==> config.mk <==
export PLATFORM = sky130hd
export DESIGN_NAME = core_tick_timer
export DESIGN_NICKNAME = d
export VERILOG_FILES = /design/src/rtl/core_tick_timer.sv
export SDC_FILE = /design/constraint.sdc
export NUM_CORES = 1
export LEC_CHECK = 0
export BUFFER_PORTS_ARGS = -buffer_cell sky130_fd_sc_hd__buf_4
export CAP_MARGIN = 20
export CORE_ASPECT_RATIO = 0.5
export CORE_MARGIN = 8
export CORE_UTILIZATION = 35
export CTS_CLUSTER_DIAMETER = 50
export DETAILED_ROUTE_END_ITERATION = 12
export PLACE_DENSITY = 0.67
export SLEW_MARGIN = 20
export SYNTH_ARGS = -nofsm -noshare
export SYNTH_HDL_FRONTEND = slang
export SYNTH_SLANG_ARGS = --single-unit
export TNS_END_PERCENT = 50
==> constraint.sdc <==
create_clock -name clk -period 2.4 [get_ports clk]
set_input_delay 0 -clock clk [delete_from_list [all_inputs] [get_ports clk]]
set_output_delay 0 -clock clk [all_outputs]
set_load 0.05 [all_outputs]
==> src/rtl/core_tick_timer.sv <==
`timescale 1ns/1ps
module core_tick_timer #(
  parameter int PRESC_W = 8,
  parameter int CNT_W   = 31
) (
  input  logic        clk,
  input  logic        rst_n,
  input  logic        bus_wr,
  input  logic [7:0]  bus_addr,
  input  logic [31:0] bus_wdata,
  output logic [31:0] bus_rdata,
  output logic        irq
);
  localparam logic [7:0] A_DIV  = 8'h00;
  localparam logic [7:0] A_PCUR = 8'h04;
  localparam logic [7:0] A_PER  = 8'h08;
  localparam logic [7:0] A_ICUR = 8'h0C;
  localparam logic [7:0] A_CTL  = 8'h20;
  localparam logic [7:0] A_STS  = 8'h30;
  localparam logic [7:0] A_IEN  = 8'h34;
  localparam logic [7:0] A_ACK  = 8'h40;
  localparam logic [CNT_W-1:0] ONE = CNT_W'(1);

  logic [PRESC_W-1:0] div_q, pcnt_q;
  logic [CNT_W-1:0]   per_q, icnt_q;
  logic [2:0]         ctl_q;
  logic               sts_q, ien_q;
  logic               ack_div_q, ack_per_q, ack_ctl_q;

  logic wr_div, wr_per, wr_ctl, wr_sts, wr_ien, wr_ack;
  logic load, tick, step, expire;
  logic unused_bits;

  assign wr_div = bus_wr && bus_addr == A_DIV;
  assign wr_per = bus_wr && bus_addr == A_PER;
  assign wr_ctl = bus_wr && bus_addr == A_CTL;
  assign wr_sts = bus_wr && bus_addr == A_STS;
  assign wr_ien = bus_wr && bus_addr == A_IEN;
  assign wr_ack = bus_wr && bus_addr == A_ACK;

  assign load   = wr_per && bus_wdata[31];
  assign tick   = ctl_q[0] && pcnt_q == div_q;
  assign step   = tick && ctl_q[1] && !load;
  assign expire = step && icnt_q == ONE;
  assign unused_bits = ^bus_wdata;

  always_ff @(posedge clk or negedge rst_n) begin
    if (!rst_n)        pcnt_q <= '0;
    else if (wr_div)   pcnt_q <= '0;
    else if (ctl_q[0]) pcnt_q <= tick ? '0 : pcnt_q + 1'b1;
  end

  always_ff @(posedge clk or negedge rst_n) begin
    if (!rst_n) begin
      icnt_q <= '0;
      per_q  <= '0;
    end else if (load) begin
      icnt_q <= bus_wdata[CNT_W-1:0];
      per_q  <= bus_wdata[CNT_W-1:0];
    end else if (step && icnt_q != '0) begin
      if (icnt_q == ONE) icnt_q <= ctl_q[2] ? per_q : '0;
      else               icnt_q <= icnt_q - 1'b1;
    end
  end

  always_ff @(posedge clk or negedge rst_n) begin
    if (!rst_n) begin
      div_q <= '0;
      ctl_q <= '0;
      ien_q <= 1'b0;
      sts_q <= 1'b0;
      ack_div_q <= 1'b0;
      ack_per_q <= 1'b0;
      ack_ctl_q <= 1'b0;
    end else begin
      if (wr_div) div_q <= bus_wdata[PRESC_W-1:0];
      if (wr_ctl) ctl_q <= bus_wdata[2:0];
      if (wr_ien) ien_q <= bus_wdata[0];
      if (expire && ien_q)            sts_q <= 1'b1;
      else if (wr_sts && bus_wdata[0]) sts_q <= 1'b0;
      if (wr_div)                      ack_div_q <= 1'b1;
      else if (wr_ack && bus_wdata[0]) ack_div_q <= 1'b0;
      if (wr_per)                      ack_per_q <= 1'b1;
      else if (wr_ack && bus_wdata[1]) ack_per_q <= 1'b0;
      if (wr_ctl)                      ack_ctl_q <= 1'b1;
      else if (wr_ack && bus_wdata[3]) ack_ctl_q <= 1'b0;
    end
  end

  always_comb begin
    case (bus_addr)
      A_DIV:   bus_rdata = 32'(div_q);
      A_PCUR:  bus_rdata = 32'(pcnt_q);
      A_PER:   bus_rdata = 32'(per_q);
      A_ICUR:  bus_rdata = 32'(icnt_q);
      A_CTL:   bus_rdata = {29'd0, ctl_q};
      A_STS:   bus_rdata = {31'd0, sts_q};
      A_IEN:   bus_rdata = {31'd0, ien_q};
      A_ACK:   bus_rdata = {28'd0, ack_ctl_q, 1'b0, ack_per_q, ack_div_q};
      default: bus_rdata = '0;
    endcase
  end

  assign irq = sts_q;

  assert_presc_in_range_R2: assert property (@(posedge clk) disable iff (!rst_n)
    pcnt_q <= div_q);
  assert_count_within_reload_R3: assert property (@(posedge clk) disable iff (!rst_n)
    icnt_q <= per_q);
  assert_frozen_when_stopped_R7: assert property (@(posedge clk) disable iff (!rst_n)
    (!ctl_q[0] && !load) |=> $stable(icnt_q));
  assert_prescaler_only_R4: assert property (@(posedge clk) disable iff (!rst_n)
    (!ctl_q[1] && !load) |=> $stable(icnt_q));
  assert_oneshot_parks_R5: assert property (@(posedge clk) disable iff (!rst_n)
    (icnt_q == '0 && !load) |=> icnt_q == '0);
  assert_status_needs_enable_R8: assert property (@(posedge clk) disable iff (!rst_n)
    $rose(sts_q) |-> $past(ien_q));
  assert_ack_on_ctl_write_R9: assert property (@(posedge clk) disable iff (!rst_n)
    wr_ctl |=> ack_ctl_q);
endmodule

==> results.md, run 1 <==
Run status:
- The flow ran to the end, and the final reports show no timing, DRC or antenna violations.

Synth:
- The cell area that synthesis handed to floorplanning was 5468 um2.
- Counting instances in the post-synthesis netlist gives the leading cell types as sky130_fd_sc_hd__nand2_1, sky130_fd_sc_hd__dfrtp_1, sky130_fd_sc_hd__nor2_1.
- The count of flip-flops with a built-in enable after synthesis is 0.
- The share of synthesized flip-flops with an asynchronous set or reset is 100.0%.
- The number of unique standard cell types used by synthesis is 68.
- The dominant cell by count in the synthesized netlist is sky130_fd_sc_hd__nand2_1.
- The synthesized design devotes to its leading area cell type 39.36% of total area.
- The synthesis warning total is 0.
- Synthesis produced 643 cells.
- For this run, the register share of the synthesized area comes to 39.36%.
- The synthesized design contains 86 register bits.
- Ranked by total cell area, the synthesized netlist is headed by sky130_fd_sc_hd__dfrtp_1, sky130_fd_sc_hd__nand2_1, sky130_fd_sc_hd__a22o_1.
- The average cell area after synthesis is 8.503 um2.
- Summed over all instances, the cell type with the most area after synthesis is sky130_fd_sc_hd__dfrtp_1.
- The post-synth net total is 689.
- The dominant register cell in the synthesized netlist is sky130_fd_sc_hd__dfrtp_1.

Timing:
- For the pin with the worst max-slew slack, the measured transition is 0.5919 ns.
- The count of final max-slew check failures came to 0.
- The minimum clock period after layout is 2.301 ns.
- The worst slew slack as a fraction of its limit is 60.54%.
- The count of endpoints failing hold in the final timing report is 0.
- The final cycle utilization of the critical path is 95.89%.
- Between clock sinks in the finished design, the worst skew comes to 0.009636 ns.
- Setup repair after global routing left no endpoint under its margin.
- The fmax is 434.5 MHz.
- The count of endpoints failing setup in the final report is 0.

Clock tree:
- Counting the buffers created by CTS gives 9.
- CTS built an H-tree with a depth of 3.
- The source-to-sink clock delay at the later pin of the worst-skew pair is 0.35 ns.
- The CTS tree is done.
- The library cell used as clock root buffer is sky130_fd_sc_hd__clkbuf_16.
- Counting along the longest clock path gives a buffer depth of 2.
- For this design, the sink count on the clock tree is 86.
- The clock slew at the register clock pins of the worst setup and hold paths is 0.07 ns.

Floorplan:
- Measured along the x axis, the die boundary spans 192.8 um.
- Measured along the y axis, the die boundary spans 104.4 um.
- 76 I/O pins were placed.
- The starting utilization of the core area is 35.66%.
- The number of placement rows is 32.
- The die covers 20120 um2.
- The core area is 15330 um2.

Power:
- The internal power of the cells totals 2635 uW.
- The worst ir drop on vdd is 0.3241 mV.
- The clock network is responsible for 39.4% of the overall power.
- The power dissipated by switching net loads is 1011 uW.
- Summed over all cells, the static leakage comes to 0.003335 uW.
- The share of total power consumed by net switching is 27.72%.
- The power density over the cells is 493.7 nW/um2.
- The power share of the sequential group is 46.2%.
- The portion of total power attributed to combinational logic is 14.4%.

Setup path:
- The critical path class is flop to flop.
- The origin of the critical flop-to-flop path is icnt_q[0].
- Walking the worst path, the cells encountered are inv_1, ha_1, nor4b_4, nand4_4, or3_4, and3_1, a22oi_1, a21oi_1.
- For the worst setup path, the data required time is 2.62 ns.
- STA classifies the critical path startpoint as a flop.
- The worst path arrival time is 2.52 ns.
- For flop-to-flop paths, the worst setup slack is 0.1 ns.
- The maximum single-stage delay on the critical path is 0.45 ns.
- In this run the critical register-to-register path is captured at icnt_q[12].
- For the worst flop-to-flop path, the logic depth is 8.
- STA classifies the critical path endpoint as a flop.
- The standard cell with the maximum stage delay on the critical path is sky130_fd_sc_hd__dfrtp_2.
- Of all nets on the critical path, the largest fanout is 8.

Cells and area:
- The filler cell count is 1448.
- Measured on the finished design, the core utilization comes to 48.16%.
- In the final layout, the multi-input gates occupy 3118 um2.
- The finished cells cover 7386 um2.
- At the end of the flow, the number of nets in the layout was 835.
- The footprint of the flip-flops and latches is 2153 um2.
- The number of antenna cells inserted is 0.
- Cells with a size suffix above 1 make up 26.95% of the layout.
- The layout-stage area growth over the synthesis result is 35.08%.

Detailed routing:
- For this block, the initial DRC count from the detailed router was 559.
- The average via count per standard cell is 5.633.
- After detailed routing, the average wire length per cell comes to 18.70 um.
- The number of iterations in the first detailed-routing pass is 5.
- The number of antenna-violating nets in the routed design is 0.
- The number of DRC violations after detailed routing is 0.
- The total number of vias is 5622.
- The routed design has 18660 um of wire.

Global route:
- After global routing the overflow that remains totals 0.
- The wire length of the first global-routing pass is 30370 um.
- Global routing used 18.63% of the available tracks.
- The number of global-route vias before repair is 5591.
- The initial antenna violation count was 0.
- Entering global routing, the biggest net connects 47 pins.

Run:
- The max capacitance violation total is 0.

Worst hold path:
- The type of the tightest min-delay check is input port to flop.
- The worst hold path was traced through 3 stages.
- The worst min-delay path startpoint is bus_addr[3].
- The path with the worst hold slack has its endpoint at ien_q.

Place:
- The HPWL reported at the end of detailed placement is 13670 um.
- At the end of routability-driven placement, the weighted congestion stood at 0.9386.
- The number of input and output port buffers inserted is 74.
- In this run the cell area measured after placement is 6671 um2.
-- repair_timing --
item / CTS / global route
cloned: 0 / 0
pin swaps: 0 / 2
hold buffers: 33 / 0
endpoints found under the hold margin: 106 / 0
gates resized for setup: 1 / 14
setup endpoints to repair: 1 / 31
buffers inserted: 0 / 1
-- how the worst max path moves through the flow --
stage               startpoint         end  slack [ns]  cells past startpoint
finish               icnt_q[0]  icnt_q[12]         0.1                      8
global route        icnt_q[21]  icnt_q[14]        0.01                      8
CTS                  icnt_q[0]  icnt_q[23]       0.002                      9
detailed placement   icnt_q[0]  icnt_q[12]        0.02                      8
global placement     icnt_q[0]  icnt_q[19]      -0.009                      9
floorplan            icnt_q[0]  icnt_q[12]        0.04                     10
-- flip-flops by register name, indices dropped and copies added (netlist names) --
name and count:
ctl_q 3, per_q 31, div_q 8, ack_per_q 1
pcnt_q 8, ack_div_q 1, ack_ctl_q 1, irq 1
icnt_q 31, ien_q 1
-- cells in the final DEF (no fill, tap or decap), types with 6 or more instances in the layout --
| cell type | Yosys | routed |
|---|---|---|
| sky130_fd_sc_hd__xnor2_1 | 9 | 9 |
| sky130_fd_sc_hd__buf_12 | 0 | 8 |
| sky130_fd_sc_hd__nor2_1 | 37 | 34 |
| sky130_fd_sc_hd__a22oi_1 | 25 | 25 |
| sky130_fd_sc_hd__inv_1 | 6 | 6 |
| sky130_fd_sc_hd__clkbuf_16 | 0 | 9 |
| sky130_fd_sc_hd__dlygate4sd3_1 | 0 | 33 |
| sky130_fd_sc_hd__nand2_1 | 151 | 151 |
| sky130_fd_sc_hd__nand3_1 | 16 | 16 |
| sky130_fd_sc_hd__a221oi_1 | 8 | 8 |
| sky130_fd_sc_hd__and3_1 | 11 | 11 |
| sky130_fd_sc_hd__o21ai_0 | 32 | 31 |
| sky130_fd_sc_hd__o21ai_1 | 11 | 12 |
| sky130_fd_sc_hd__or3b_2 | 6 | 6 |
| sky130_fd_sc_hd__nor4_1 | 10 | 8 |
| sky130_fd_sc_hd__a21oi_1 | 33 | 33 |
| sky130_fd_sc_hd__dfrtp_1 | 86 | 85 |
| sky130_fd_sc_hd__a22o_1 | 25 | 25 |
| sky130_fd_sc_hd__buf_4 | 4 | 138 |
| sky130_fd_sc_hd__a31oi_1 | 6 | 6 |
| sky130_fd_sc_hd__nor3_1 | 24 | 23 |
-- worst max-delay path, delay by kind of cell, from the launching register on --
kind | cells | cell delay [ns]
fa+ha+maj | 1 | 0.19
flops | 1 | 0.45
compound gates | 2 | 0.30
simple gates | 4 | 1.15
buf+inv | 1 | 0.09
-- through the flow --
stage	hold slack, ns	total power (uW)	TNS (ns)	worst slack, ns	std cells
2_1_floorplan	-0.2956	1950	0	0.03743	643
3_3_place_gp	0.04413	2169	-0.02605	-0.009198	948
3_5_place_dp	0.04145	2185	0	0.01576	948
4_1_cts	0.08475	3662	0	0.001955	997
5_1_grt	0.1029	3793	0	0.009992	998
6_report	0.09098	3646	0	0.09862	998
-- cell families (layout without fill, tap and decap cells) --
group,Yosys count,count (layout),synth area share (%)
buffers and inverters,51,202,5.149
adders and majority gates,3,3,0.6866
AOI/OAI and AO/OA,179,179,22.93
DFF,86,86,39.36
xor gates and xnor gates,9,9,1.442
other,1,1,0.06858
and+or+nand+nor,305,305,28.60
muxes,9,9,1.762
-- final cells by class --
cell class | instances | share of cell area, %
clock buffer | 9 | 3.049
clock inverter | 7 | 0.9995
inverter | 6 | 0.3049
multi-input combinational | 506 | 42.22
sequential | 86 | 29.15
tap | 204 | 3.456
timing repair buffer | 180 | 20.82
-- metal layers --
| metal | global-route usage [%] | vias to the layer above | routed length, um |
|---|---|---|---|
| met1 | 25.98 | 2737 | 8675 |
| met5 | 0 | - | 0 |
| li1 | - | 2644 | - |
| met3 | 3.548 | 23 | 1197 |
| met4 | 4.610 | 0 | 257 |
| met2 | 29.02 | 218 | 8531 |
-- power by group through the flow --
stage          combinational (uW)  sequential [uW]  clock (uW)
3_5_place_dp                  478             1710           0
3_3_place_gp                  468             1700           0
4_1_cts                       524             1680        1460
5_1_grt                       590             1700        1500
6_report                      526             1680        1440
2_1_floorplan                 270             1680           0
Note: power is estimated with default switching activity, not from simulation.
==> inputs of run 2 (changes only) <==
Settings changed: CORE_ASPECT_RATIO 0.5 to 1.4.
==> results.md, run 2 (same netlist as run 1, synthesis figures left out) <==
Timing:
- Setup repair after global routing could not meet its margin everywhere.
- For the pin with the worst max-slew slack, the measured transition is 0.6966 ns.
- The count of endpoints failing setup in the final report is 0.
- The minimum clock period after layout is 2.264 ns.
- Of the available clock period, the critical path in the final layout requires 94.34%.
- The count of final max-slew check failures is 0.
- The clock skew after layout is 0.005762 ns.
- Based on the critical path, the design can be clocked at up to 441.7 MHz.
- The count of endpoints failing hold in the final timing report is 0.
- The total negative setup slack is 0 ns.
- The worst slew slack as a fraction of its limit is 53.56%.

Clock tree:
- The depth of the CTS H-tree is 3.
- The CTS tree is done.
- Counting along the longest clock path gives a buffer depth of 2.
- After clock tree synthesis, the clock-pin slew on the worst setup and hold paths is 0.06 ns.
- In this run the clock root is driven by a sky130_fd_sc_hd__clkbuf_16.
- The later pin in the worst-skew pair is clocked with a latency of 0.34 ns.
- The number of clock buffers added by TritonCTS is 9.
- The number of sinks on the clock net is 86.

Cells and area:
- In the layout the commonest cells are sky130_fd_sc_hd__nand2_1, sky130_fd_sc_hd__buf_4, sky130_fd_sc_hd__dfrtp_1.
- The layout-stage area growth over the synthesis result is 33.57%.
- 0 antenna diodes ended up in the layout.
- Excluding fillers, the count of instances in the completed layout stands at 990.
- In the final layout, the registers with the most flip-flops are icnt_q: 31 flops, per_q: 31 flops.
- The final standard cell area without fillers is 7303 um2.
- For this run, the post-layout net count is 837.
- The library cell used most frequently in the layout, excluding fill and tap cells, is sky130_fd_sc_hd__nand2_1.
- The share of layout cells above drive strength 1 is 26.57%.
- The utilization after layout is 47.20%.

Detailed routing:
- The average via count per standard cell is 5.583.
- The final wirelength is 18140 um.
- The total number of vias is 5527.
- For this block, the initial DRC count from the detailed router was 404.
- The count of nets left with antenna violations once routing finished came out at 0.
- For this run, design rule violations remaining after detail routing come to 0.
- For this run, the detailed router's first-pass iteration total came to 5.
- Dividing the detail-routed wire length by the instance count gives 18.32 um.

Floorplan:
- The chip width is 121.6 um.
- The core area is 15470 um2.
- The area of the die is 19930 um2.
- The starting utilization of the core area is 35.34%.
- Row generation in the floorplan step produced 54 rows.
- The top-level I/O count is 76.
- The die boundary height is 163.9 um.

Place:
- The congestion estimate from routability-driven global placement came to 0.9433.
- Summed over all nets, the half-perimeter wirelength after detailed placement is 13600 um.
- The post-placement cell area is 6634 um2.
- The number of input and output port buffers inserted is 74.
- Counting tap cells, the placed design contains a total of 943 instances.

Setup path:
- The top fanout value on the critical path is 22.
- The data required time of the worst path is 2.66 ns.
- The nature of the critical path endpoint is a flop.
- The critical path class is flop to flop.
- In this run the worst setup path begins at icnt_q[0].
- For the worst setup path, the data arrival time is 2.53 ns.
- The origin of the critical flop-to-flop path is icnt_q[0].
- STA classifies the critical path startpoint as a flop.
- The capture point of the worst reg-to-reg path is icnt_q[11].
- The setup slack of the most critical reg-to-reg path is 0.14 ns.
- The worst register-to-register path has a depth of 9.

Power:
- The worst ir drop on vdd is 0.3974 mV.
- The power density over the cells is 486.3 nW/um2.
- Summed over all cells, the static leakage comes to 0.003332 uW.

Worst hold path:
- The type of the tightest min-delay check is input port to flop.
- The number of cells traversed by the worst hold path is 5.
- The worst hold path begins at bus_addr[3].
- The end of the worst hold path is irq.

Run:
- The max capacitance violation total is 0.

Run status:
- The run finished with clean final reports.

Global route:
- Across every metal layer, demand over resource in global routing totals 18.26%.
- Entering global routing, the biggest net connects 52 pins.
- The number of global-route vias before repair was 5681.
- The total overflow reported by the global router is 0.
- The initial antenna violation count is 0.
- The first global-routing pass estimated 29120 um of wire.
## run 2: cell count changes in the layout (fill, tap and decap cells not counted), sizes merged
cell      delta
clkinvlp     -1
inv          -1
clkinv       -3
clkbuf       +3
buf          +2
## run 2: stage by stage
stage,hold slack [ns],worst slack [ns],power [uW]
after floorplan,-0.2956,0.03743,1950
after detailed placement,0.08988,0.03703,2172
after CTS,0.08864,0.01574,3567
final,0.08934,0.1359,3551
after global placement,0.09435,0.05122,2160
after global routing,0.1165,-0.01701,3691
## run 2: layout make-up
| cell class | count | area, um2 |
|---|---|---|
| fill | 1528 | 8169 |
| timing repair buffer | 182 | 1503 |
| multi-input combinational | 506 | 3108 |
| clock buffer | 12 | 236.5 |
| clock inverter | 2 | 35.03 |
| sequential | 86 | 2153 |
| inverter | 6 | 22.52 |
| tap | 196 | 245.2 |
## run 2: power breakdown
group | switching (uW) | internal (uW)
clock | 558 | 795
combinational | 243 | 265
sequential | 138 | 1550
## run 2: critical path, cell delays in order, from the launching register on
cell and delay (ns):
sky130_fd_sc_hd__dfrtp_1 0.42, sky130_fd_sc_hd__inv_1 0.09, sky130_fd_sc_hd__ha_1 0.19, sky130_fd_sc_hd__nor4b_4 0.28, sky130_fd_sc_hd__nand4_4 0.13, sky130_fd_sc_hd__or3_4 0.42, sky130_fd_sc_hd__a31oi_4 0.23, sky130_fd_sc_hd__buf_12 0.18
sky130_fd_sc_hd__o21ai_0 0.12, sky130_fd_sc_hd__o211ai_1 0.12
## run 2: how the worst max path moves through the flow
stage,endpoint,slack (ns),cells after the start
after CTS,icnt_q[25],0.02,7
after global routing,icnt_q[0],-0.02,8
after global placement,icnt_q[0],0.05,9
after detailed placement,icnt_q[12],0.04,8
after floorplan,icnt_q[12],0.04,10
final,icnt_q[11],0.14,9
## run 2: what timing repair did
item                                   4_1_cts  5_1_grt
hold buffers                                33        0
endpoints found under the hold margin      119        0
setup endpoints to repair                    0       25
setup buffers                                0        0
gates resized for setup                      0       13
## run 2: metal layers
| layer | part of all wire (%) | up-vias | track usage (%) |
|---|---|---|---|
| li1 | - | 2645 | - |
| met1 | 42 | 2683 | 21.62 |
| met2 | 52 | 175 | 32.02 |
| met3 | 4.8 | 24 | 2.958 |
| met4 | 2.0 | 0 | 7.372 |
| met5 | 0 | - | 0 |
==> inputs of run 3 (changes only) <==
Settings changed: CORE_ASPECT_RATIO 1.4 to unset.
==> results.md, run 3 (same netlist as run 1, synthesis figures left out) <==
Run status:
- The flow ran to the end, and the final reports show no timing, DRC or antenna violations.

Cells and area:
- The layout-stage area growth over the synthesis result is 33.89%.
- Leaving out filler cells and counting taps, the final layout contains 1002.
- Leaving out fill and tap cells, the most frequent cell in the layout is sky130_fd_sc_hd__nand2_1.
- The utilization after layout is 47.98%.
- The share of layout cells above drive strength 1 is 26.30%.
- The repair_antennas step left the layout with diodes totalling 0.
- After filler insertion, the fill cell instance count of the layout stands at 1459.
- The top cell types in the final layout, fill and taps aside, are sky130_fd_sc_hd__nand2_1, sky130_fd_sc_hd__buf_4, sky130_fd_sc_hd__dfrtp_1.
- The largest registers in the layout are icnt_q: 31 flops, per_q: 31 flops.
- The count of nets after finishing is 832.

Setup path:
- The data required time of the worst path is 2.60 ns.
- Traced cell by cell, the critical path runs through nor4_2, or4b_4, buf_4, o31ai_1, a21oi_1, a31oi_1, o21ai_0.
- Data arrives at the worst endpoint at 2.52 ns.
- In this run the worst path has a maximum fanout of 7.
- The standard cell with the maximum stage delay on the critical path is sky130_fd_sc_hd__or4b_4.
- On the worst path, the slowest cell contributes a delay of 0.55 ns.
- The number of buffers and inverters on the critical path is 1.
- The nature of the critical path endpoint is a flop.
- The critical path in this run is classified as flop to flop.
- In this design, the largest share of critical-path delay is due to simple AND/OR/NAND/NOR gates.
- The kind of start point of the critical path is a flop.
- The origin of the critical flop-to-flop path is icnt_q[5].
- The most critical setup path has its startpoint at icnt_q[5].

Floorplan:
- The number of placement rows is 45.
- The starting utilization of the core area is 35.83%.
- The die is 141.0 um wide.
- From bottom edge to top edge, the die measures 141.0 um.
- The floorplan step defined a core boundary enclosing 15260 um2.
- The die covers 19880 um2.
- The top-level I/O count is 76.

Clock tree:
- After clock tree synthesis, the clock-pin slew on the worst setup and hold paths is 0.06 ns.
- The number of buffers inserted during clock tree synthesis is 9.
- The H-tree was split into 3 levels.
- The tree is rooted in a sky130_fd_sc_hd__clkbuf_16.
- The number of buffers on the longest clock path is 2.
- TritonCTS built the clock tree.
- The source-to-sink clock delay at the later pin of the worst-skew pair is 0.35 ns.
- Counting every sink on the clock net gives 86.

Timing:
- The minimum clock period after layout is 2.313 ns.
- The final critical path takes up 96.37% of the cycle.
- The worst slew slack as a fraction of its limit is 57.38%.
- The fmax is 432.4 MHz.
- The final-layout worst hold slack is 0.07657 ns.
- For the pin with the worst max-slew slack, the measured transition is 0.6393 ns.
- The count of final max-slew check failures is 0.
- Setup violations remaining at the end of the flow were counted as 0.
- The clock skew after layout is 0.007393 ns.
- Setup repair after global routing could not meet its margin everywhere.
- The count of endpoints failing hold in the final timing report is 0.

Detailed routing:
- The number of iterations in the first detailed-routing pass is 5.
- The highest metal layer carrying signal wires in the routed design is met4.
- The starting DRC count in detailed routing is 533.
- In the final routing, the length of wire on met1 measures 8365 um.
- The total number of vias is 5629.
- The routed design has 18370 um of wire.
- The met2 routed wirelength is 8423 um.
- The number of DRC violations after detailed routing is 0.
- The number of antenna-violating nets in the routed design is 0.
- In the final routed layout, each cell accounts on average for 18.34 um.
- Using the TritonRoute via totals, the vias-per-cell ratio works out to 5.618.
- Wire segments on met3 add up to 1208 um in the final route.

Global route:
- The wire length of the first global-routing pass is 30010 um.
- The total overflow reported by the global router is 0.
- The number of global-route vias before repair is 5528.
- The total track usage is 18.64%.
- The initial antenna violation count is 0.
- Entering global routing, the biggest net connects 48 pins.

Place:
- Routability-driven placement finished with a final weighted congestion of 0.9637.
- The HPWL after detailed placement is 13370 um.
- In this run the tool buffered the top-level ports with 74 buffer cells.
- The cell count after placement is 949.

Run:
- Max-cap violations in this run came to 0.

Power:
- IR analysis of the VDD net gives a maximum drop of 0.3153 mV.
- The analysis attributes to cell leakage a power of 0.003311 uW.
- After layout, the design draws a total of 3673 uW.
- The power density over the cells is 501.8 nW/um2.

Worst hold path:
- The tightest min-delay check is of the input port to flop type.
- The worst hold path begins at bus_addr[3].
==> run 3: cell count changes in the layout (fill, tap and decap cells not counted), sizes merged <==
cell and delta:
buf -5, clkbuf +1, clkinvlp +1
==> run 3: tightest hold or removal path: stages <==
cell and delay (ns):
sky130_fd_sc_hd__buf_4 0.13, sky130_fd_sc_hd__nor2_1 0.07, sky130_fd_sc_hd__nand2_1 0.05, sky130_fd_sc_hd__o21ai_0 0.06
sky130_fd_sc_hd__o31ai_1 0.06
==> run 3: area by class of cell <==
cell class                 count  area (um2)  share of cell area (%)
sequential                    86        2152                   29.40
clock inverter                 3       42.54                  0.5811
timing repair buffer         177        1465                   20.01
tap                          211       264.0                   3.606
inverter                       6       22.52                  0.3076
multi-input combinational    506        3114                   42.54
clock buffer                  13       260.3                   3.555
==> run 3: report_power, final <==
group	internal, uW	switching [uW]
combinational	284	265
sequential	1550	124
clock	863	585
total	2700	974
==> run 3: worst paths after layout <==
path	end	cells past startpoint	slack [ns]
max in group asynchronous	icnt_q[15]	3	1.53
worst min-delay path	irq	5	0.08
min in group asynchronous	pcnt_q[4]	2	0.21
worst min register to register	ack_ctl_q	2	0.48
worst max register to register	icnt_q[15]	7	0.09
worst max-delay path	icnt_q[15]	7	0.09
==> run 3: per-stage QoR <==
step,TNS (ns),setup WS (ns),instance area (um2)
2_1_floorplan,0,0.03743,5468
3_3_place_gp,0,0.05297,6585
3_5_place_dp,0,0.04034,6585
4_1_cts,0,0.01156,7218
5_1_grt,-0.03475,-0.02926,7321
6_report,0,0.08715,7321
==> run 3: what timing repair did <==
item                                    in CTS  in global routing
gates resized for setup                      0                 14
endpoints found under the setup margin       0                 30
buffers inserted                             0                  4
endpoints found under the hold margin      112                  0
hold buffers                                33                  0
==> run 3: routing by layer <==
| metal | global-route usage [%] | vias to the layer above |
|---|---|---|
| met5 | 0 | - |
| met4 | 6.674 | 0 |
| met2 | 28.85 | 224 |
| li1 | - | 2635 |
| met3 | 2.971 | 26 |
| met1 | 25.74 | 2744 |
